<file path="src/rtl/smb_pkg.sv">
package smb_pkg;
    typedef enum logic [3:0] {
        ST_IDLE,
        ST_RX_ADDR,
        ST_RX_INDEX,
        ST_RX_COUNT,
        ST_RX_DATA,
        ST_ACK_DRV,
        ST_TX_BYTE,
        ST_ACK_GET,
        ST_WAIT_STOP
    } smb_state_e;

    localparam int BUS_BITS = 8;
    typedef logic [BUS_BITS-1:0] bus_byte_t;
endpackage

</file>
<file path="src/rtl/smb_line_cond.sv">
module smb_line_cond #(
    parameter int SYNC_STAGES = 2
) (
    input  logic clk,
    input  logic rst_n,
    input  logic scl_i,
    input  logic sda_i,
    output logic scl_s,
    output logic sda_s,
    output logic scl_rise,
    output logic scl_fall,
    output logic start_det,
    output logic stop_det
);
    logic [SYNC_STAGES-1:0] scl_pipe, sda_pipe;
    logic scl_q, sda_q;

    // idle bus is high on both lines, so reset to ones avoids false events
    always_ff @(posedge clk or negedge rst_n) begin
        if (!rst_n) begin
            scl_pipe <= '1;
            sda_pipe <= '1;
            scl_q    <= 1'b1;
            sda_q    <= 1'b1;
        end else begin
            scl_pipe <= {scl_pipe[SYNC_STAGES-2:0], scl_i};
            sda_pipe <= {sda_pipe[SYNC_STAGES-2:0], sda_i};
            scl_q    <= scl_s;
            sda_q    <= sda_s;
        end
    end

    assign scl_s     = scl_pipe[SYNC_STAGES-1];
    assign sda_s     = sda_pipe[SYNC_STAGES-1];
    assign scl_rise  = scl_s & ~scl_q;
    assign scl_fall  = ~scl_s & scl_q;
    assign start_det = scl_s & scl_q & sda_q & ~sda_s;
    assign stop_det  = scl_s & scl_q & ~sda_q & sda_s;
endmodule

</file>
<file path="src/rtl/smb_regbank.sv">
module smb_regbank #(
    parameter int                 N_REGS  = 16,
    parameter int                 DW      = 8,
    parameter logic [N_REGS-1:0]  RO_MASK = 16'hF000,
    parameter int                 CNT_IDX = 8,
    parameter logic [DW-1:0]      CNT_RST = 8'd8,
    parameter logic [DW-1:0]      RO_BASE = 8'hC0,
    localparam int                IW      = $clog2(N_REGS)
) (
    input  logic                 clk,
    input  logic                 rst_n,
    input  logic                 wr_en,
    input  logic [IW-1:0]        wr_idx,
    input  logic [DW-1:0]        wr_data,
    input  logic                 rd_en,
    input  logic [IW-1:0]        rd_idx,
    output logic [DW-1:0]        cnt_val,
    output logic [N_REGS*DW-1:0] regs_flat,
    output logic [N_REGS-1:0]    wr_stb,
    output logic [N_REGS-1:0]    rd_stb
);
    logic [DW-1:0] val [N_REGS];

    for (genvar gi = 0; gi < N_REGS; gi++) begin : g_reg
        if (RO_MASK[gi]) begin : g_ro
            assign val[gi] = DW'(RO_BASE + gi);
        end else begin : g_rw
            localparam logic [DW-1:0] RST_V = (gi == CNT_IDX) ? CNT_RST : '0;
            always_ff @(posedge clk or negedge rst_n) begin
                if (!rst_n)                         val[gi] <= RST_V;
                else if (wr_en && wr_idx == IW'(gi)) val[gi] <= wr_data;
            end
        end
        assign regs_flat[gi*DW +: DW] = val[gi];
    end

    assign cnt_val = val[CNT_IDX];

    always_ff @(posedge clk or negedge rst_n) begin
        if (!rst_n) begin
            wr_stb <= '0;
            rd_stb <= '0;
        end else begin
            wr_stb <= wr_en ? ((N_REGS'(1) << wr_idx) & ~RO_MASK) : '0;
            rd_stb <= rd_en ? (N_REGS'(1) << rd_idx) : '0;
        end
    end

    AST_WSTB_ONEHOT: assert property (@(posedge clk) disable iff (!rst_n)
        $onehot0(wr_stb));
    AST_RO_NO_STROBE: assert property (@(posedge clk) disable iff (!rst_n)
        (wr_stb & RO_MASK) == '0);
    AST_RSTB_ONEHOT: assert property (@(posedge clk) disable iff (!rst_n)
        $onehot0(rd_stb));
endmodule

</file>
<file path="src/rtl/smb_blkreg_target.sv">
module smb_blkreg_target
    import smb_pkg::*;
#(
    parameter int                N_REGS    = 16,
    parameter logic [6:0]        BASE_ADDR = 7'h36,
    parameter int                SEL_W     = 2,
    parameter int                SEL_LSB   = 4,
    parameter logic [N_REGS-1:0] RO_MASK   = 16'hF000,
    parameter int                CNT_IDX   = 8,
    parameter logic [7:0]        CNT_RST   = 8'd8,
    parameter logic [7:0]        RO_BASE   = 8'hC0,
    localparam int               IW        = $clog2(N_REGS),
    localparam int               DW        = BUS_BITS
) (
    input  logic                 clk,
    input  logic                 rst_n,
    input  logic                 scl_i,
    input  logic                 sda_i,
    output logic                 sda_oe_o,
    input  logic [SEL_W-1:0]     addr_sel_i,
    output logic [N_REGS*DW-1:0] reg_q_o,
    output logic [N_REGS-1:0]    reg_wr_stb_o,
    output logic [N_REGS-1:0]    reg_rd_stb_o
);
    logic scl_s, sda_s, scl_rise, scl_fall, start_det, stop_det;

    smb_line_cond #(.SYNC_STAGES(2)) u_cond (
        .clk(clk), .rst_n(rst_n), .scl_i(scl_i), .sda_i(sda_i),
        .scl_s(scl_s), .sda_s(sda_s), .scl_rise(scl_rise), .scl_fall(scl_fall),
        .start_det(start_det), .stop_det(stop_det)
    );

    smb_state_e state, state_n, after;
    bus_byte_t  shreg, txsh, left;
    logic [3:0] bitn, txn;
    logic [IW-1:0] idx, wr_idx, rd_idx;
    logic [DW-1:0] wr_data, cnt_val, cur_byte, load_byte;
    logic       wr_en, rd_en, first_tx, host_ack;
    logic [6:0] my_addr;
    logic       byte_done, addr_hit;

    smb_regbank #(
        .N_REGS(N_REGS), .DW(DW), .RO_MASK(RO_MASK),
        .CNT_IDX(CNT_IDX), .CNT_RST(CNT_RST), .RO_BASE(RO_BASE)
    ) u_bank (
        .clk(clk), .rst_n(rst_n), .wr_en(wr_en), .wr_idx(wr_idx), .wr_data(wr_data),
        .rd_en(rd_en), .rd_idx(rd_idx), .cnt_val(cnt_val), .regs_flat(reg_q_o),
        .wr_stb(reg_wr_stb_o), .rd_stb(reg_rd_stb_o)
    );

    assign my_addr   = BASE_ADDR ^ (7'(addr_sel_i) << SEL_LSB);
    assign addr_hit  = (shreg[7:1] == my_addr);
    assign byte_done = scl_fall && (bitn == 4'd8);
    assign cur_byte  = reg_q_o[idx*DW +: DW];
    assign load_byte = first_tx ? cnt_val : cur_byte;

    // next-state decision
    always_comb begin
        state_n = state;
        unique case (state)
            ST_IDLE:      state_n = state;
            ST_RX_ADDR:   if (byte_done) state_n = addr_hit ? ST_ACK_DRV : ST_WAIT_STOP;
            ST_RX_INDEX,
            ST_RX_COUNT:  if (byte_done) state_n = ST_ACK_DRV;
            ST_RX_DATA:   if (byte_done) state_n = (left != '0) ? ST_ACK_DRV : ST_WAIT_STOP;
            ST_ACK_DRV:   if (scl_fall) state_n = after;
            ST_TX_BYTE:   if (scl_fall && txn == 4'd8) state_n = ST_ACK_GET;
            ST_ACK_GET:   if (scl_fall) state_n = host_ack ? ST_TX_BYTE : ST_WAIT_STOP;
            ST_WAIT_STOP: state_n = state;
            default:      state_n = ST_IDLE;
        endcase
        if (stop_det)  state_n = ST_IDLE;
        if (start_det) state_n = ST_RX_ADDR;
    end

    // state register
    always_ff @(posedge clk or negedge rst_n) begin
        if (!rst_n) state <= ST_IDLE;
        else        state <= state_n;
    end

    // datapath and bus drive
    always_ff @(posedge clk or negedge rst_n) begin
        if (!rst_n) begin
            bitn <= '0; txn <= '0; shreg <= '0; txsh <= '0; left <= '0;
            idx <= '0; wr_idx <= '0; rd_idx <= '0; wr_data <= '0;
            wr_en <= 1'b0; rd_en <= 1'b0; first_tx <= 1'b0; host_ack <= 1'b0;
            after <= ST_IDLE; sda_oe_o <= 1'b0;
        end else begin
            wr_en <= 1'b0;
            rd_en <= 1'b0;
            if (start_det || stop_det) begin
                bitn     <= '0;
                sda_oe_o <= 1'b0;
            end else begin
                unique case (state)
                    ST_RX_ADDR, ST_RX_INDEX, ST_RX_COUNT, ST_RX_DATA: begin
                        if (scl_rise && bitn < 4'd8) begin
                            shreg <= {shreg[6:0], sda_s};
                            bitn  <= bitn + 4'd1;
                        end else if (byte_done) begin
                            bitn <= '0;
                            if (state_n == ST_ACK_DRV) sda_oe_o <= 1'b1;
                            if (state == ST_RX_ADDR) begin
                                after    <= shreg[0] ? ST_TX_BYTE : ST_RX_INDEX;
                                first_tx <= 1'b1;
                            end else if (state == ST_RX_INDEX) begin
                                idx   <= shreg[IW-1:0];
                                after <= ST_RX_COUNT;
                            end else if (state == ST_RX_COUNT) begin
                                left  <= shreg;
                                after <= ST_RX_DATA;
                            end else if (left != '0) begin
                                wr_en   <= 1'b1;
                                wr_idx  <= idx;
                                wr_data <= shreg;
                                idx     <= idx + 1'b1;
                                left    <= left - 8'd1;
                                after   <= ST_RX_DATA;
                            end
                        end
                    end
                    ST_ACK_DRV, ST_ACK_GET: begin
                        if (state == ST_ACK_GET && scl_rise) host_ack <= ~sda_s;
                        if (scl_fall) begin
                            sda_oe_o <= 1'b0;
                            if (state_n == ST_TX_BYTE) begin
                                txsh     <= load_byte;
                                sda_oe_o <= ~load_byte[7];
                                txn      <= 4'd1;
                                first_tx <= 1'b0;
                                if (!first_tx) begin
                                    rd_en  <= 1'b1;
                                    rd_idx <= idx;
                                    idx    <= idx + 1'b1;
                                end
                            end
                        end
                    end
                    ST_TX_BYTE: begin
                        if (scl_fall) begin
                            if (txn < 4'd8) begin
                                sda_oe_o <= ~txsh[6];
                                txsh     <= txsh << 1;
                                txn      <= txn + 4'd1;
                            end else begin
                                sda_oe_o <= 1'b0;
                            end
                        end
                    end
                    default: ;
                endcase
            end
        end
    end

    AST_START_REARM: assert property (@(posedge clk) disable iff (!rst_n)
        start_det |=> (state == ST_RX_ADDR && bitn == 4'd0));
    AST_STOP_IDLE: assert property (@(posedge clk) disable iff (!rst_n)
        stop_det |=> (state == ST_IDLE && !sda_oe_o));
    AST_PULL_SCL_LOW: assert property (@(posedge clk) disable iff (!rst_n)
        $rose(sda_oe_o) |-> !scl_s);
    AST_ACK_HELD: assert property (@(posedge clk) disable iff (!rst_n)
        (state == ST_ACK_DRV) |-> sda_oe_o);
    AST_QUIET_WAIT: assert property (@(posedge clk) disable iff (!rst_n)
        (state == ST_IDLE || state == ST_WAIT_STOP) |-> !sda_oe_o);
    AST_BITN_RANGE: assert property (@(posedge clk) disable iff (!rst_n)
        bitn <= 4'd8);
endmodule

</file>
<file path="config.mk">
export PLATFORM = sky130hd
export DESIGN_NAME = smb_blkreg_target
export DESIGN_NICKNAME = d
export VERILOG_FILES = /design/src/rtl/smb_pkg.sv /design/src/rtl/smb_line_cond.sv /design/src/rtl/smb_regbank.sv /design/src/rtl/smb_blkreg_target.sv
export SDC_FILE = /design/constraint.sdc
export NUM_CORES = 1
export LEC_CHECK = 0
export ABC_AREA = 1
export ABC_CLOCK_PERIOD_IN_PS = 2500
export BUFFER_PORTS_ARGS = -buffer_cell sky130_fd_sc_hd__buf_4
export CAP_MARGIN = 0
export CORE_MARGIN = 2
export CORE_UTILIZATION = 56
export DETAILED_ROUTE_END_ITERATION = 8
export GPL_TIMING_DRIVEN = 0
export PLACE_DENSITY = 0.86
export SLEW_MARGIN = 20
export SYNTH_ARGS = -nofsm -noshare
export SYNTH_HDL_FRONTEND = slang
export SYNTH_SLANG_ARGS = --single-unit
</file>
<file path="constraint.sdc">
create_clock -name clk -period 2.5 [get_ports clk]
set_clock_uncertainty 0.1 [all_clocks]
set_input_delay 0.125 -clock clk [delete_from_list [all_inputs] [get_ports clk]]
set_output_delay 0.125 -clock clk [all_outputs]
set_load 0.01 [all_outputs]
</file>
==> flow_summary.yaml <==
place:
  placement.io_buffers: 130
  preCtsSetupSlack_ns: 0.00792
  post-place-cells: 1462
  gp_congestion: 0.991
  hpwl_mm: 19.4
die:
  dieArea_um2: 17100
  rows: 46
  initial_core_util: 0.570
  io_pins: 167
  die_width_um: 131
  core_um2: 15800
  die_y_um: 131
sta:
  min_period_over_period: 0.991
  max_freq_mhz: 404
  final-setup-viol-count: 0
  relSlewSlack: 0.507
  hold_ws_ns: 0.0351
  period_needed_ns: 2.48
  setup_ws_ns: 0.0227
  worst_pin_slew_ns: 0.740
  finalHoldViolCount: 0
  drv_slew: 0
drt:
  wl_mm: 26.7
  wl_per_cell_um: 17.8
  first_pass_iters: 6
  ant_nets: 0
  via_per_inst: 5.63
  drt-initial-drc-count: 1244
  drc_errors: 0
  route.vias.total: 8445
global_route:
  grt_pass1_vias: 7524
  global_route.usage.met1: 0.428
  met3_usage: 0.0578
  busiest_layer: "met2"
  antenna_found_initial: 0
  grt-ovfl-total: 0
  grt_pass1_wl_mm: 40.4
  grt_max_degree: 83
  grtUsageMet2: 0.493
  grt.total_usage: 0.312
clock_network:
  worstSkewPairLatency_ns: 0.44
  numCtsBuffers: 17
  clock-root-buffer: "clkbuf_16"
  cts_tree: "built"
  h-tree-depth: 4
  cts_sinks: 193
  cts_max_path_buffers: 2
  clkTransAtPathRegs_ns: 0.07
setup_path:
  crit_path_cell_trace: "clkbuf_1, a21oi_1, o21ai_0, o21ai_0, a21oi_1, nand3_1, o21ai_0, nand2_1, o21ai_0, o21ai_2"
  reg2reg_to: "txsh[4]"
  path_max_fanout: 10
  cp.buffers_inverters: 1
  r2r_slack_ns: 0.02
  worstPathRequired_ns: 2.73
  cp.depth: 10
  critPathKind: "reg2reg"
  crit_top_cell: "o21ai_0"
  cpPeakStageDelay_ns: 0.52
  reg2reg_depth: 10
  worstReg2RegStart: "idx[1]"
  cp_slowest_cell: "clkbuf_1"
  cp_top_family: "compound AO/OA/AOI/OAI gates"
  crit_arrival_ns: 2.71
  cp-start-kind: "flip-flop"
  end_kind: "flip-flop"
finish:
  final_nets: 1283
  area_delta_synth_final_pct: 24.1
  layout.cells.non_filler: 1500
  fillerInstances: 1202
  fin_util: 0.708
  drive_gt1_frac: 0.199
  antenna_cells: 0
power_and_ir_drop:
  p_per_area_nw_per_um2: 684
  p_leak_uw: 0.00543
  irDropWorstVdd_mv: 0.654
synthesis:
  synth_area_um2: 9020
  syn_inst: 1080
  synth-seq-cells: 193
  ys_async_sr_fraction: 1.00
  ys_seq_area_frac: 0.536
  synthFlopType: "dfrtp_1"
  yosys_warnings: 0
  synth_edf_count: 0
  synth_area_per_cell_um2: 8.36
  synth_cell_types: 42
status:
  status: "finished, final reports clean"
job:
  max_cap_violations: 0
min_path:
  hold_path.class: "in2async"
-- stage by stage --
stage	setup TNS, ns	power (µW)	cell area (µm²)
after detailed placement	0	4710	10500
after global routing	-0.189	7880	11200
after CTS	0	7570	11100
after global placement	0	4670	10400
final	0	7660	11200
after floorplan	0	4200	9150
-- placed cells by master (no fill, tap or decap), drive strengths merged --
master,Yosys,routed
a2111oi,1,1
a21boi,2,2
a21oi,29,29
a22oi,1,1
a31o,2,2
a31oi,1,1
buf,42,177
bufinv,0,3
clkbuf,39,59
clkinv,2,4
clkinvlp,0,2
conb,2,36
dfrtp,186,186
dfstp,7,7
dlygate4sd3,0,3
ha,6,6
inv,102,107
nand2,229,229
nand3,42,42
nand3b,1,1
nand4,5,5
nor2,127,127
nor3,7,7
nor4,1,1
o2111ai,1,1
o211ai,8,8
o21ai,211,211
o221ai,9,9
o22ai,8,8
o2bb2ai,1,1
o31ai,1,1
o41ai,1,1
or2,2,2
xor2,4,4
-- logic make-up after synthesis --
family	share of synthesized area
AOI/OAI and AO/OA	0.167
xor gates and xnor gates	0.00388
adders and majority gates	0.00832
buffers and inverters	0.0939
DFF	0.536
other	0.000832
and+or+nand+nor	0.190
-- cells in the mapped netlist (5+ instances only) --
library cell | instances | share of area
inv_1 | 95 | 0.040
a21oi_1 | 29 | 0.016
o221ai_1 | 9 | 0.0087
o21ai_1 | 9 | 0.0050
dfrtp_1 | 186 | 0.52
o21ai_0 | 195 | 0.11
nor2_1 | 119 | 0.049
o22ai_1 | 8 | 0.0055
inv_2 | 7 | 0.0029
nand2_2 | 5 | 0.0035
o211ai_1 | 8 | 0.0067
nand2_1 | 222 | 0.092
o21ai_2 | 7 | 0.0068
nor3_1 | 7 | 0.0039
nand3_1 | 38 | 0.021
nand4_1 | 5 | 0.0035
dfstp_2 | 7 | 0.020
nor2_2 | 6 | 0.0042
buf_4 | 36 | 0.030
clkbuf_1 | 39 | 0.016
ha_1 | 6 | 0.0083
-- power by group --
part	leakage, µW	total, µW	switching, µW	internal [µW]
registers	0.00266	3230	53.5	3180
clock network	0.000303	2900	1250	1650
logic	0.00246	1520	1070	449
total	0.00543	7660	2380	5280
-- layer usage --
layer | vias up | routed length, µm
li1 | 3854 | -
met1 | 3919 | 10500
met2 | 571 | 12500
met3 | 101 | 2790
met4 | 0 | 1030
met5 | - | 0
-- state kept, by name (all words and copies together) (netlist names), 2 cells and up --
name	cells
shreg	8
u_cond.scl_pipe	2
u_cond.sda_pipe	2
rd_idx	4
u_bank.rd_stb	16
bitn	4
left	8
state	4
idx	4
txsh	7
wr_idx	4
after	3
u_bank.regs_flat	88
txn	4
wr_data	8
u_bank.cnt_val	8
u_bank.wr_stb	12
-- cell type report --
type	instances	area [µm²]	area share
Sequential cell	193	4840	0.432
Multi-Input combinational cell	736	3520	0.314
Clock buffer	20	457	0.0408
Buffer	81	463	0.0413
Inverter	104	390	0.0349
Clock inverter	12	170	0.0152
Timing Repair Buffer	138	1090	0.0974
Tap cell	216	270	0.0241
-- repair_timing --
| item | in CTS | in global routing |
|---|---|---|
| endpoints found under the setup margin | 2 | 22 |
| gates resized for setup | 1 | 14 |
| pin swaps | 0 | 2 |
| hold buffers | 3 | 0 |
| endpoints found under the hold margin | 116 | 0 |
| buffers inserted | 0 | 3 |
-- how the worst max path moves through the flow --
stage	from	slack, ns	endpoint
2_1_floorplan	left[0]	0.46	txsh[4]
3_3_place_gp	rst_n	0.04	u_bank.regs_flat[93]
3_5_place_dp	left[0]	0.008	rd_idx[1]
4_1_cts	left[0]	0.06	rd_idx[1]
5_1_grt	left[0]	-0.03	rd_idx[1]
6_report	idx[1]	0.02	txsh[4]
Note: power is estimated with default switching activity, not from simulation.
